==> config.mk <==
export PLATFORM = sky130hd
export DESIGN_NAME = wave_block_gen
export DESIGN_NICKNAME = d
export VERILOG_FILES = /design/src/rtl/wbg_pkg.sv /design/src/rtl/wbg_sequencer.sv /design/src/rtl/wbg_buf_port.sv /design/src/rtl/wbg_framer.sv /design/src/rtl/wave_block_gen.sv
export SDC_FILE = /design/constraint.sdc
export NUM_CORES = 1
export LEC_CHECK = 0
export BUFFER_PORTS_ARGS = -buffer_cell sky130_fd_sc_hd__buf_2
export CAP_MARGIN = 20
export CORE_ASPECT_RATIO = 2
export CORE_MARGIN = 2
export CORE_UTILIZATION = 45
export CTS_BUF_LIST = sky130_fd_sc_hd__clkbuf_8 sky130_fd_sc_hd__clkbuf_16
export CTS_CLUSTER_SIZE = 8
export DETAILED_ROUTE_END_ITERATION = 10
export GPL_TIMING_DRIVEN = 0
export PLACE_DENSITY = 0.81
export SYNTH_ARGS = -nofsm -noshare
export SYNTH_HDL_FRONTEND = slang
export SYNTH_SLANG_ARGS = --single-unit
==> constraint.sdc <==
create_clock -name clk -period 4.2 [get_ports clk]
set_input_delay 0.84 -clock clk [delete_from_list [all_inputs] [get_ports clk]]
set_output_delay 0.84 -clock clk [all_outputs]
set_load 0.01 [all_outputs]
==> src/rtl/wbg_pkg.sv <==
package wbg_pkg;

    typedef enum logic [1:0] {
        ST_IDLE,
        ST_READ,
        ST_GAP,
        ST_HOLD
    } wbg_state_e;

    typedef struct packed {
        logic sop;
        logic eop;
        logic sync_blk;
    } wbg_tag_t;

endpackage

==> src/rtl/wbg_sequencer.sv <==
module wbg_sequencer
    import wbg_pkg::*;
#(
    parameter int ADDR_W = 7,
    parameter int SPP_W  = 16,
    parameter int BPS_W  = 16,
    parameter int GAP_W  = 16
) (
    input  logic              clk,
    input  logic              rst,
    input  logic              ctrl_enable,
    input  logic [SPP_W-1:0]  ctrl_spp,
    input  logic [ADDR_W-1:0] ctrl_low,
    input  logic [ADDR_W-1:0] ctrl_high,
    input  logic [BPS_W-1:0]  ctrl_bps,
    input  logic [GAP_W-1:0]  ctrl_gap,
    input  logic              en_sync,
    input  logic              xon,
    output logic              rd_req,
    output logic [ADDR_W-1:0] rd_addr,
    output wbg_tag_t          rd_tag
);

    localparam logic [ADDR_W-1:0] ONE_A = ADDR_W'(1);
    localparam logic [SPP_W-1:0]  ONE_S = SPP_W'(1);
    localparam logic [GAP_W-1:0]  ONE_G = GAP_W'(1);
    localparam logic [BPS_W:0]    ONE_B = (BPS_W+1)'(1);

    wbg_state_e        state_q, state_d, boundary_st;
    logic [ADDR_W-1:0] addr_q, addr_nxt;
    logic [SPP_W-1:0]  smp_q;
    logic [GAP_W-1:0]  gap_q;
    logic [BPS_W-1:0]  blk_q, blk_nxt;
    logic [BPS_W:0]    blk_inc;
    logic              smp_last, gap_last, gap_zero, start_go;

    assign smp_last = (smp_q == (ctrl_spp - ONE_S));
    assign gap_last = (gap_q == (ctrl_gap - ONE_G));
    assign gap_zero = (ctrl_gap == '0);
    assign start_go = ctrl_enable & en_sync;

    // window stepping with fold back to the low address
    assign addr_nxt = (addr_q >= ctrl_high) ? ctrl_low : (addr_q + ONE_A);

    // sync period counter
    assign blk_inc = {1'b0, blk_q} + ONE_B;
    assign blk_nxt = (blk_inc >= {1'b0, ctrl_bps}) ? '0 : blk_inc[BPS_W-1:0];

    // decision taken whenever a new block could begin
    always_comb begin
        if (!ctrl_enable) begin
            boundary_st = ST_IDLE;
        end else if (xon) begin
            boundary_st = ST_READ;
        end else begin
            boundary_st = ST_HOLD;
        end
    end

    always_comb begin
        state_d = state_q;
        unique case (state_q)
            ST_IDLE: if (start_go) state_d = ST_READ;
            ST_READ: begin
                if (smp_last) begin
                    state_d = gap_zero ? boundary_st : ST_GAP;
                end
            end
            ST_GAP:  if (gap_last) state_d = boundary_st;
            ST_HOLD: begin
                if (!ctrl_enable) begin
                    state_d = ST_IDLE;
                end else if (xon) begin
                    state_d = ST_READ;
                end
            end
        endcase
    end

    // state register
    always_ff @(posedge clk) begin
        if (rst) begin
            state_q <= ST_IDLE;
        end else begin
            state_q <= state_d;
        end
    end

    // counters and address
    always_ff @(posedge clk) begin
        if (rst) begin
            addr_q <= '0;
            smp_q  <= '0;
            gap_q  <= '0;
            blk_q  <= '0;
        end else begin
            unique case (state_q)
                ST_IDLE: begin
                    addr_q <= ctrl_low;
                    smp_q  <= '0;
                    gap_q  <= '0;
                    blk_q  <= '0;
                end
                ST_READ: begin
                    addr_q <= addr_nxt;
                    if (smp_last) begin
                        smp_q <= '0;
                        gap_q <= '0;
                        blk_q <= blk_nxt;
                    end else begin
                        smp_q <= smp_q + ONE_S;
                    end
                end
                ST_GAP:  gap_q <= gap_q + ONE_G;
                ST_HOLD: gap_q <= '0;
            endcase
        end
    end

    // outputs
    always_comb begin
        rd_req          = (state_q == ST_READ);
        rd_addr         = addr_q;
        rd_tag.sop      = (smp_q == '0);
        rd_tag.eop      = smp_last;
        rd_tag.sync_blk = (blk_q == '0);
    end

    // idle persists until enable and the start pulse coincide
    p_idle_wait_r2: assert property (@(posedge clk) disable iff (rst)
        (state_q == ST_IDLE && !start_go) |=> (state_q == ST_IDLE));

    // a start reads the low address first
    p_start_low_r3: assert property (@(posedge clk) disable iff (rst)
        (state_q == ST_IDLE && start_go) |=> (rd_req && rd_addr == $past(ctrl_low)));

    // a started block is never cut short
    p_block_whole_r7: assert property (@(posedge clk) disable iff (rst)
        (state_q == ST_READ && !smp_last) |=> (state_q == ST_READ));

endmodule

==> src/rtl/wbg_buf_port.sv <==
module wbg_buf_port #(
    parameter bit USE_RAM = 1'b1,
    parameter int ADDR_W  = 7,
    parameter int DAT_W   = 32
) (
    input  logic              clk,
    input  logic              rst,
    input  logic              req,
    input  logic [ADDR_W-1:0] addr,
    input  logic [DAT_W-1:0]  ext_data,
    input  logic              ext_valid,
    output logic [DAT_W-1:0]  data,
    output logic              valid
);

    generate
        if (USE_RAM) begin : g_ram
            assign data  = ext_data;
            assign valid = ext_valid;

            // the fitted buffer answers exactly one cycle after a request
            p_buf_lat_r5: assert property (@(posedge clk) disable iff (rst)
                ext_valid |-> $past(req));
        end else begin : g_standin
            always_ff @(posedge clk) begin
                if (rst) begin
                    valid <= 1'b0;
                    data  <= '0;
                end else begin
                    valid <= req;
                    data  <= DAT_W'(addr);
                end
            end
        end
    endgenerate

endmodule

==> src/rtl/wbg_framer.sv <==
module wbg_framer
    import wbg_pkg::*;
#(
    parameter int DAT_W    = 32,
    parameter bit BLK_SYNC = 1'b0
) (
    input  logic             clk,
    input  logic             rst,
    input  logic             req,
    input  wbg_tag_t         tag,
    input  logic [DAT_W-1:0] bdata,
    input  logic             bvalid,
    output logic             out_valid,
    output logic             out_sop,
    output logic             out_eop,
    output logic             out_sync,
    output logic [DAT_W-1:0] out_data
);

    wbg_tag_t tag_q;
    logic     sync_d;

    // align the flags with the one-cycle buffer latency
    always_ff @(posedge clk) begin
        if (rst) begin
            tag_q <= '0;
        end else begin
            tag_q <= req ? tag : '0;
        end
    end

    generate
        if (BLK_SYNC) begin : g_blk_sync
            assign sync_d = bvalid & tag_q.sync_blk;
        end else begin : g_pulse_sync
            assign sync_d = bvalid & tag_q.sync_blk & tag_q.sop;
        end
    endgenerate

    always_ff @(posedge clk) begin
        if (rst) begin
            out_valid <= 1'b0;
            out_sop   <= 1'b0;
            out_eop   <= 1'b0;
            out_sync  <= 1'b0;
            out_data  <= '0;
        end else begin
            out_valid <= bvalid;
            out_sop   <= bvalid & tag_q.sop;
            out_eop   <= bvalid & tag_q.eop;
            out_sync  <= sync_d;
            out_data  <= bvalid ? bdata : '0;
        end
    end

    // inside a block the samples arrive on consecutive cycles
    p_no_hole_r3: assert property (@(posedge clk) disable iff (rst)
        (out_valid && !out_sop) |-> $past(out_valid));

    generate
        if (BLK_SYNC) begin : g_chk_blk
            // sync level is constant across a block
            p_sync_span_r9: assert property (@(posedge clk) disable iff (rst)
                (out_valid && !out_sop) |-> (out_sync == $past(out_sync)));
        end
    endgenerate

endmodule

==> src/rtl/wave_block_gen.sv <==
module wave_block_gen
    import wbg_pkg::*;
#(
    parameter int ADDR_W   = 7,
    parameter int DAT_W    = 32,
    parameter int SPP_W    = 16,
    parameter int BPS_W    = 16,
    parameter int GAP_W    = 16,
    parameter bit USE_RAM  = 1'b1,
    parameter bit BLK_SYNC = 1'b0
) (
    input  logic              clk,
    input  logic              rst,
    input  logic              ctrl_enable,
    input  logic [SPP_W-1:0]  ctrl_spp,
    input  logic [ADDR_W-1:0] ctrl_low,
    input  logic [ADDR_W-1:0] ctrl_high,
    input  logic [BPS_W-1:0]  ctrl_bps,
    input  logic [GAP_W-1:0]  ctrl_gap,
    input  logic              en_sync,
    input  logic              xon,
    output logic [ADDR_W-1:0] buf_addr,
    output logic              buf_rden,
    input  logic [DAT_W-1:0]  buf_rddata,
    input  logic              buf_rdval,
    output logic              out_valid,
    output logic              out_sop,
    output logic              out_eop,
    output logic              out_sync,
    output logic [DAT_W-1:0]  out_data
);

    wbg_tag_t         req_tag;
    logic [DAT_W-1:0] rd_data;
    logic             rd_valid;

    wbg_sequencer #(
        .ADDR_W (ADDR_W),
        .SPP_W  (SPP_W),
        .BPS_W  (BPS_W),
        .GAP_W  (GAP_W)
    ) u_seq (
        .clk         (clk),
        .rst         (rst),
        .ctrl_enable (ctrl_enable),
        .ctrl_spp    (ctrl_spp),
        .ctrl_low    (ctrl_low),
        .ctrl_high   (ctrl_high),
        .ctrl_bps    (ctrl_bps),
        .ctrl_gap    (ctrl_gap),
        .en_sync     (en_sync),
        .xon         (xon),
        .rd_req      (buf_rden),
        .rd_addr     (buf_addr),
        .rd_tag      (req_tag)
    );

    wbg_buf_port #(
        .USE_RAM (USE_RAM),
        .ADDR_W  (ADDR_W),
        .DAT_W   (DAT_W)
    ) u_port (
        .clk       (clk),
        .rst       (rst),
        .req       (buf_rden),
        .addr      (buf_addr),
        .ext_data  (buf_rddata),
        .ext_valid (buf_rdval),
        .data      (rd_data),
        .valid     (rd_valid)
    );

    wbg_framer #(
        .DAT_W    (DAT_W),
        .BLK_SYNC (BLK_SYNC)
    ) u_frm (
        .clk       (clk),
        .rst       (rst),
        .req       (buf_rden),
        .tag       (req_tag),
        .bdata     (rd_data),
        .bvalid    (rd_valid),
        .out_valid (out_valid),
        .out_sop   (out_sop),
        .out_eop   (out_eop),
        .out_sync  (out_sync),
        .out_data  (out_data)
    );

    // every output sample traces back to a read two edges earlier
    p_out_lat_r5: assert property (@(posedge clk) disable iff (rst)
        out_valid |-> $past(buf_rden, 2));

endmodule

After elaboration in Yosys (flattened, before gate mapping)
Cells that the tools add are included.
{"block": "totals", "regBits": 96, "inputBits": 100, "output_inout_bits": 44, "elab_cells": 65}
{"block": "classes", "add_sub_neg": 6, "eq_ne": 9, "n_reduce_logical": 10, "n_bitwise": 7, "mux": 18, "n_lt_le_gt_ge": 2}
{"op": "16-bit two-way mux", "n": 4}
{"op": "16-bit case mux with 2 select lines", "n": 2}
{"op": "16-bit zero test", "n": 3}
{"op": "16-bit case mux with 3 select lines", "n": 1}
{"op": "16-bit by 1-bit adder with 16-bit output, second input constant", "n": 2}
{"op": "16-bit equality test", "n": 2}
{"op": "16-bit by 1-bit subtractor with 16-bit output, second input constant", "n": 2}
{"op": "16-bit by 1-bit adder with 17-bit output, second input constant", "n": 1}
{"op": "17-bit by 16-bit >= comparator with 1-bit output", "n": 1}
{"op": "2-bit two-way mux", "n": 8}
{"op": "7-bit case mux with 2 select lines", "n": 1}
{"op": "2-bit case mux with 4 select lines", "n": 1}
{"op": "7-bit by 1-bit adder with 7-bit output, second input constant", "n": 1}
{"op": "7-bit >= comparator", "n": 1}
{"op": "7-bit two-way mux", "n": 1}
{"op": "2-bit OR reduction", "n": 3}
{"op": "1-bit AND", "n": 5}
{"op": "2-bit equality test, second input constant", "n": 2}
{"op": "2-bit by 1-bit != test with 1-bit output, second input constant", "n": 2}
{"op": "4-bit AND reduction", "n": 1}
{"op": "3-bit != test, second input constant", "n": 1}
{"op": "2-bit by 1-bit equality test with 1-bit output, second input constant", "n": 1}
{"op": "2-bit zero test", "n": 1}
{"op": "2-bit != test, second input constant", "n": 1}
{"op": "3 further kinds", "n": 4}

Depth between registers and ports, before layout
{"block": "depth", "word_depth": 5, "depth_mapped": 16, "ltp_nobuf": 13}

Modules after synthesis
From an unflattened synthesis, not the netlist that was laid out.
{"block": "unflattened", "hier_cells": 760, "area_unflattened_um2": 6264.8}
{"mod": "wbg_sequencer", "area_per_inst_um2": 4828.4, "seq_area_each_um2": 1141.1, "n_inst": 1, "cells_per_inst": 642}
{"mod": "wbg_framer", "area_per_inst_um2": 1188.6, "seq_area_each_um2": 780.7, "n_inst": 1, "cells_per_inst": 85}
{"mod": "wbg_buf_port", "area_per_inst_um2": 247.7, "seq_area_each_um2": 0.0, "n_inst": 1, "cells_per_inst": 33}

Least setup slack after synthesis
OpenSTA, ideal clock, no wires.
{"block": "synth_path", "kind": "reg-to-reg", "from": "register u_seq.blk_q[2]", "to": "register u_seq.blk_q[8]", "path_stages_with_launch": 16, "arrival_time_ps": 3435, "setup_ps": 74, "setup_slack_ps": 691, "period_less_slack_ps": 3509, "path_buffers": 3, "t_required_ps": 4126, "cell_sequence": "dfxtp_1 -> and3_1 -> and3_1 -> and3_1 -> clkbuf_1 -> nand3_1 -> and2_1 -> or2_2 -> ha_1 -> and4_1 -> a221o_1 -> a41oi_1 -> clkbuf_1 -> clkbuf_1 -> nand4_1 -> o21ai_0"}
{"block": "synth_via", "elab_chain_cells": 5}
{"item": "start: declaration", "line_no": "wbg_sequencer.sv:33", "source": "logic [BPS_W-1:0] blk_q, blk_nxt;"}
{"item": "start signal: assignment", "line_no": "wbg_sequencer.sv:109", "source": "blk_q <= blk_nxt;"}
{"item": "16-bit by 1-bit adder with 17-bit output *", "line_no": "wbg_sequencer.sv:46", "source": "assign blk_inc = {1'b0, blk_q} + ONE_B;"}
{"item": "17-bit by 16-bit >= comparator with 1-bit output", "line_no": "wbg_sequencer.sv:47", "source": "assign blk_nxt = (blk_inc >= {1'b0, ctrl_bps}) ? '0 : blk_inc[BPS_W-1:0];"}
{"item": "16-bit two-way mux *", "line_no": "wbg_sequencer.sv:47"}
{"item": "16-bit two-way mux *", "line_no": "wbg_sequencer.sv:106", "source": "if (smp_last) begin"}
{"item": "16-bit case mux with 2 select lines *", "line_no": "wbg_sequencer.sv:97", "source": "unique case (state_q)"}
Every way passes the cells marked *; elsewhere a longest branch is shown, timed or not. The select of a mux whose other input is x is not followed.
A chain may end at the register's enable or synchronous reset.

Final worst setup path
{"block": "layout_path", "from": "register u_seq.blk_q[0]", "to": "register u_seq.blk_q[6]"}
The elaborated chain is that of the path after synthesis.

==> results <==
- The final HPWL from detailed placement is 12600 um.
- The headroom to the max-slew limit is 46.0%.
- The leading register cell type out of synthesis is dfxtp_1.
- The number of inserted diodes is 0.
- The number of hold buffers added after CTS was 0.
- Before antenna repair, the detailed router went through 4 iterations.
- The time the worst path needs with I/O delays and setup is 3910 ps.
- VDD sags by at most 0.177 mV.
- The number of inserted filler cells in the final layout is 1246.
- The reg-to-reg endpoint is u_seq.blk_q[6].
- The combined area of all synthesized cells is 0.00604 mm2.
- The dominant delay contributor by cell family on the critical path is simple AND/OR/NAND/NOR gates.
- For the final database, setup skew stands at 8.54 ps.
- The core utilization of the finished layout is 55.2%.
- The number of global-route vias before repair came to 5694.
- The met3 usage in global routing is 3.73%.
- The initial antenna violation count is 0.
- The worst hold path class is reg2reg.
- The static power due to leakage is 3.30 nW.
- The kind of capture point of the worst setup path is a flop.
- For this design, the slowest cell found on the critical path is dfxtp_1.
- The largest fanout on the critical path is 19.
- The number of vias per cell after detailed routing is 5.59.
- The die covers 0.0144 mm2.
- The area growth from synthesis to layout is 19.4%.
- The number of clock buffers added by TritonCTS is 9.
- The post-synthesis cell type with the largest combined area is dfxtp_1.
- The complex-gate fraction of the synthesized area is 15.4%.
- The hold violation total from the final report is 0.
- STA puts the critical path data arrival time at 4170 ps.
- In this run the biggest area consumer among cell types represents 31.8% of the synthesized area.
- The tree is rooted in a clkbuf_16.
- In this run the worst setup path begins at u_seq.blk_q[0].
- The reported max-cap violation count is 0.
- The critical path runs through a total of 14 cells.
- The number of endpoints failing setup at the final stage is 0.
- The clock passes through at most 2 buffers.
- The net count of the finished layout is 1024.
- The synthesized netlist devotes 32.2% of its cell area to simple gates.
- The data required time at the worst endpoint is 4460 ps.
- Traced cell by cell, the critical path runs through ha_1 > and3_1 > and3_1 > clkbuf_1 > nand3_1 > and2_1 > or2_2 > ha_1 > and4_1 > a221o_1 > a41oi_1 > clkbuf_4 > a21oi_1 > o32ai_1.
- CTS built an H-tree with a depth of 3.
- At the pin with the least slew margin, the transition time is 805 ps.
- The cell area reported after detailed placement is 0.00694 mm2.
- The startpoint class of the critical path is a flop.
- The type of the setup path with the least slack is reg2reg.
- The net count after synthesis is 874.
- The count of buffers inserted at the top-level ports is 140.
- The number of slew-limit violations in the final report is 0.
- The commonest cells after synthesis are 96 x dfxtp_1, 56 x nand2_1, 49 x nor2_1, 43 x and2_1, 41 x xnor2_1.
- TritonCTS built the clock tree.
- The placer congestion estimate is 0.869.
- For this run, the number of Yosys warnings is 0.
- The synthesized instance count is 742.
- The worst register-to-register path has a depth of 14.
- The critical path's largest stage delay is 420 ps.
- After clock tree synthesis, the clock-pin slew on the worst setup and hold paths is 70 ps.
- In this run the standard cell core region covers 0.0131 mm2.
- For this run, design rule violations remaining after detail routing come to 0.
- The flow ran to the end, and the final reports show no timing, DRC or antenna violations.
- The final cell area excluding filler cells is 0.00722 mm2.
- In this run the remaining antenna-violating nets after routing total 0.
- After detailed routing, the total wire length is 15600 um.
- The launch point of the worst reg-to-reg path is u_seq.blk_q[0].
- For this design, the sink count on the clock tree is 96.
- The die boundary width is 86.0 um.
- Counting distinct cell types in the post-synthesis netlist gives 68.
- The boundary pin count is 144.
- The largest net degree at the start of global routing is 17.
- The fraction of final layout cells with drive strength greater than 1 is 22.1%.
- The effective utilization at floorplan is 46.3%.
- Synthesis inferred 96 register bits.
- The critical path contains buffers and inverters numbering 2 combined.
- In this run the vertical extent of the chip is 168 um.
- The multiplexer share of the synthesized area is 0.559%.
- The number of design-rule violations left by the first detailed-router iteration is 214.
- In the post-synthesis netlist, the cell with the most instances is dfxtp_1.
- The synthesized design contains 0 enable-type register cells.
- The share of synthesized flip-flops with an asynchronous set or reset is 0%.
- The via count is 5863.
- The highest achievable clock rate is 0.256 GHz.
- By area the synthesized netlist is led by dfxtp_1 32%, ha_1 6.6%, xnor2_1 5.9%, and2_1 4.5%, nand2_1 3.5%.
- Of the total synthesized cell area, the portion taken by XOR and XNOR cells is 8.26%.
- For this run the aggregate overflow at the end of global routing stands at 0.
- Global routing used 22.2% of the available tracks.
- The launch instance of the worst min-delay path is u_frm.tag_q[1].
- The sequential cell area fraction in the yosys report is 31.8%.
- The number of setup buffers added after CTS is 0.
- The power per standard cell area is 282 mW/mm2.
- The first-pass GRT wire length is 26000 um.
- Averaged over all synthesized cells, the footprint is 8.15 um2.
- The final cycle utilization of the critical path is 93.1%.
- For met2 alone, demand over resource in global routing was 43.2%.
- The clock reaches the later pin of the worst-skew pair after 350 ps.
- In this run the worst setup path terminates at u_seq.blk_q[6].
- The synthesized netlist devotes 6.62% of its cell area to adder and majority cells.
- The global-route met1 utilization is 20.8%.
- After detailed routing, the average wire length per cell comes to 14.9 um.
- The global routing stage identified its most utilized layer as met2.
- Setup repair after global routing left no endpoint under its margin.
- The floorplan has 59 rows.
- The setup slack on the worst flop-to-flop path is 290 ps.
- After synthesis, the largest family of logic cells by area is simple AND/OR/NAND/NOR gates.
[sequential cells by signal, summed over array words and instances (netlist names)]
name and flops:
u_frm.out_sync 1, u_frm.out_valid 1, u_seq.smp_q 16, u_frm.out_data 32, u_frm.out_eop 1, u_frm.tag_q 3, u_seq.gap_q 16, u_frm.out_sop 1
u_seq.blk_q 16, u_seq.rd_addr 7, u_seq.state_q 2
[what timing repair did]
action / in CTS / in global routing
endpoints found under the setup margin: 10 / 12
resized for setup: 1 / 4
endpoints found under the hold margin: 0 / 0
gates cloned: 0 / 0
[cell type report]
class / count / area (um2) / area share [%]
Buffer: 34 / 174 / 2.41
Clock buffer: 10 / 239 / 3.31
Clock inverter: 6 / 43.8 / 0.607
Inverter: 37 / 139 / 1.92
Multi-Input combinational cell: 574 / 3810 / 52.8
Sequential cell: 96 / 1920 / 26.6
Tap cell: 152 / 190 / 2.63
Timing Repair Buffer: 140 / 701 / 9.71
[logic make-up (layout without fill, tap and decap cells)]
kind of cell,count (synthesis),in the layout
mux,3,3
flops,96,96
xor+xnor,57,57
buf+inv,72,227
simple gates,340,340
fa+ha+maj,32,32
compound gates,142,142
[worst min path at each step]
| stage | end | slack (ps) | cells past startpoint |
|---|---|---|---|
| after floorplan | u_frm.out_eop | 410 | 1 |
| after global placement | u_frm.out_eop | 410 | 1 |
| after detailed placement | u_frm.out_eop | 420 | 1 |
| after CTS | u_frm.out_eop | 440 | 1 |
| after global routing | u_frm.out_eop | 450 | 1 |
| final | u_frm.out_eop | 430 | 1 |
[layer usage]
layer  part of all wire (%)  vias to the layer above
met3                    4.5                       49
met1                     35                     2688
li1                       -                     2948
met5                      0                        -
met4                    5.2                        0
met2                     56                      178
[metrics by stage]
step	hold WS (ps)	setup slack, ps	power (mW)	cells	TNS (ps)
2_1_floorplan	406	691	1.15	742	0
3_3_place_gp	412	7.16	1.27	1034	0
3_5_place_dp	425	-29.0	1.28	1034	-102
4_1_cts	440	67.4	2.06	1050	0
5_1_grt	450	40.3	2.13	1049	0
6_report	434	289	2.04	1049	0
[cells in the final DEF (no fill, tap or decap), types with 23 or more instances in the layout]
cell type / n
nand2_1: 56
and2_1: 43
dfxtp_1: 96
xnor2_1: 41
nor3_1: 29
ha_1: 32
o21ai_0: 33
inv_1: 38
clkbuf_1: 23
nand3_1: 27
and3_1: 28
buf_2: 144
nor2_1: 49
a21oi_1: 29
[power by group]
part | internal, mW | switching [mW]
registers | 0.934 | 0.0181
clock network | 0.420 | 0.359
logic | 0.135 | 0.172
total | 1.49 | 0.549
Note: power is estimated with default switching activity, not from simulation.
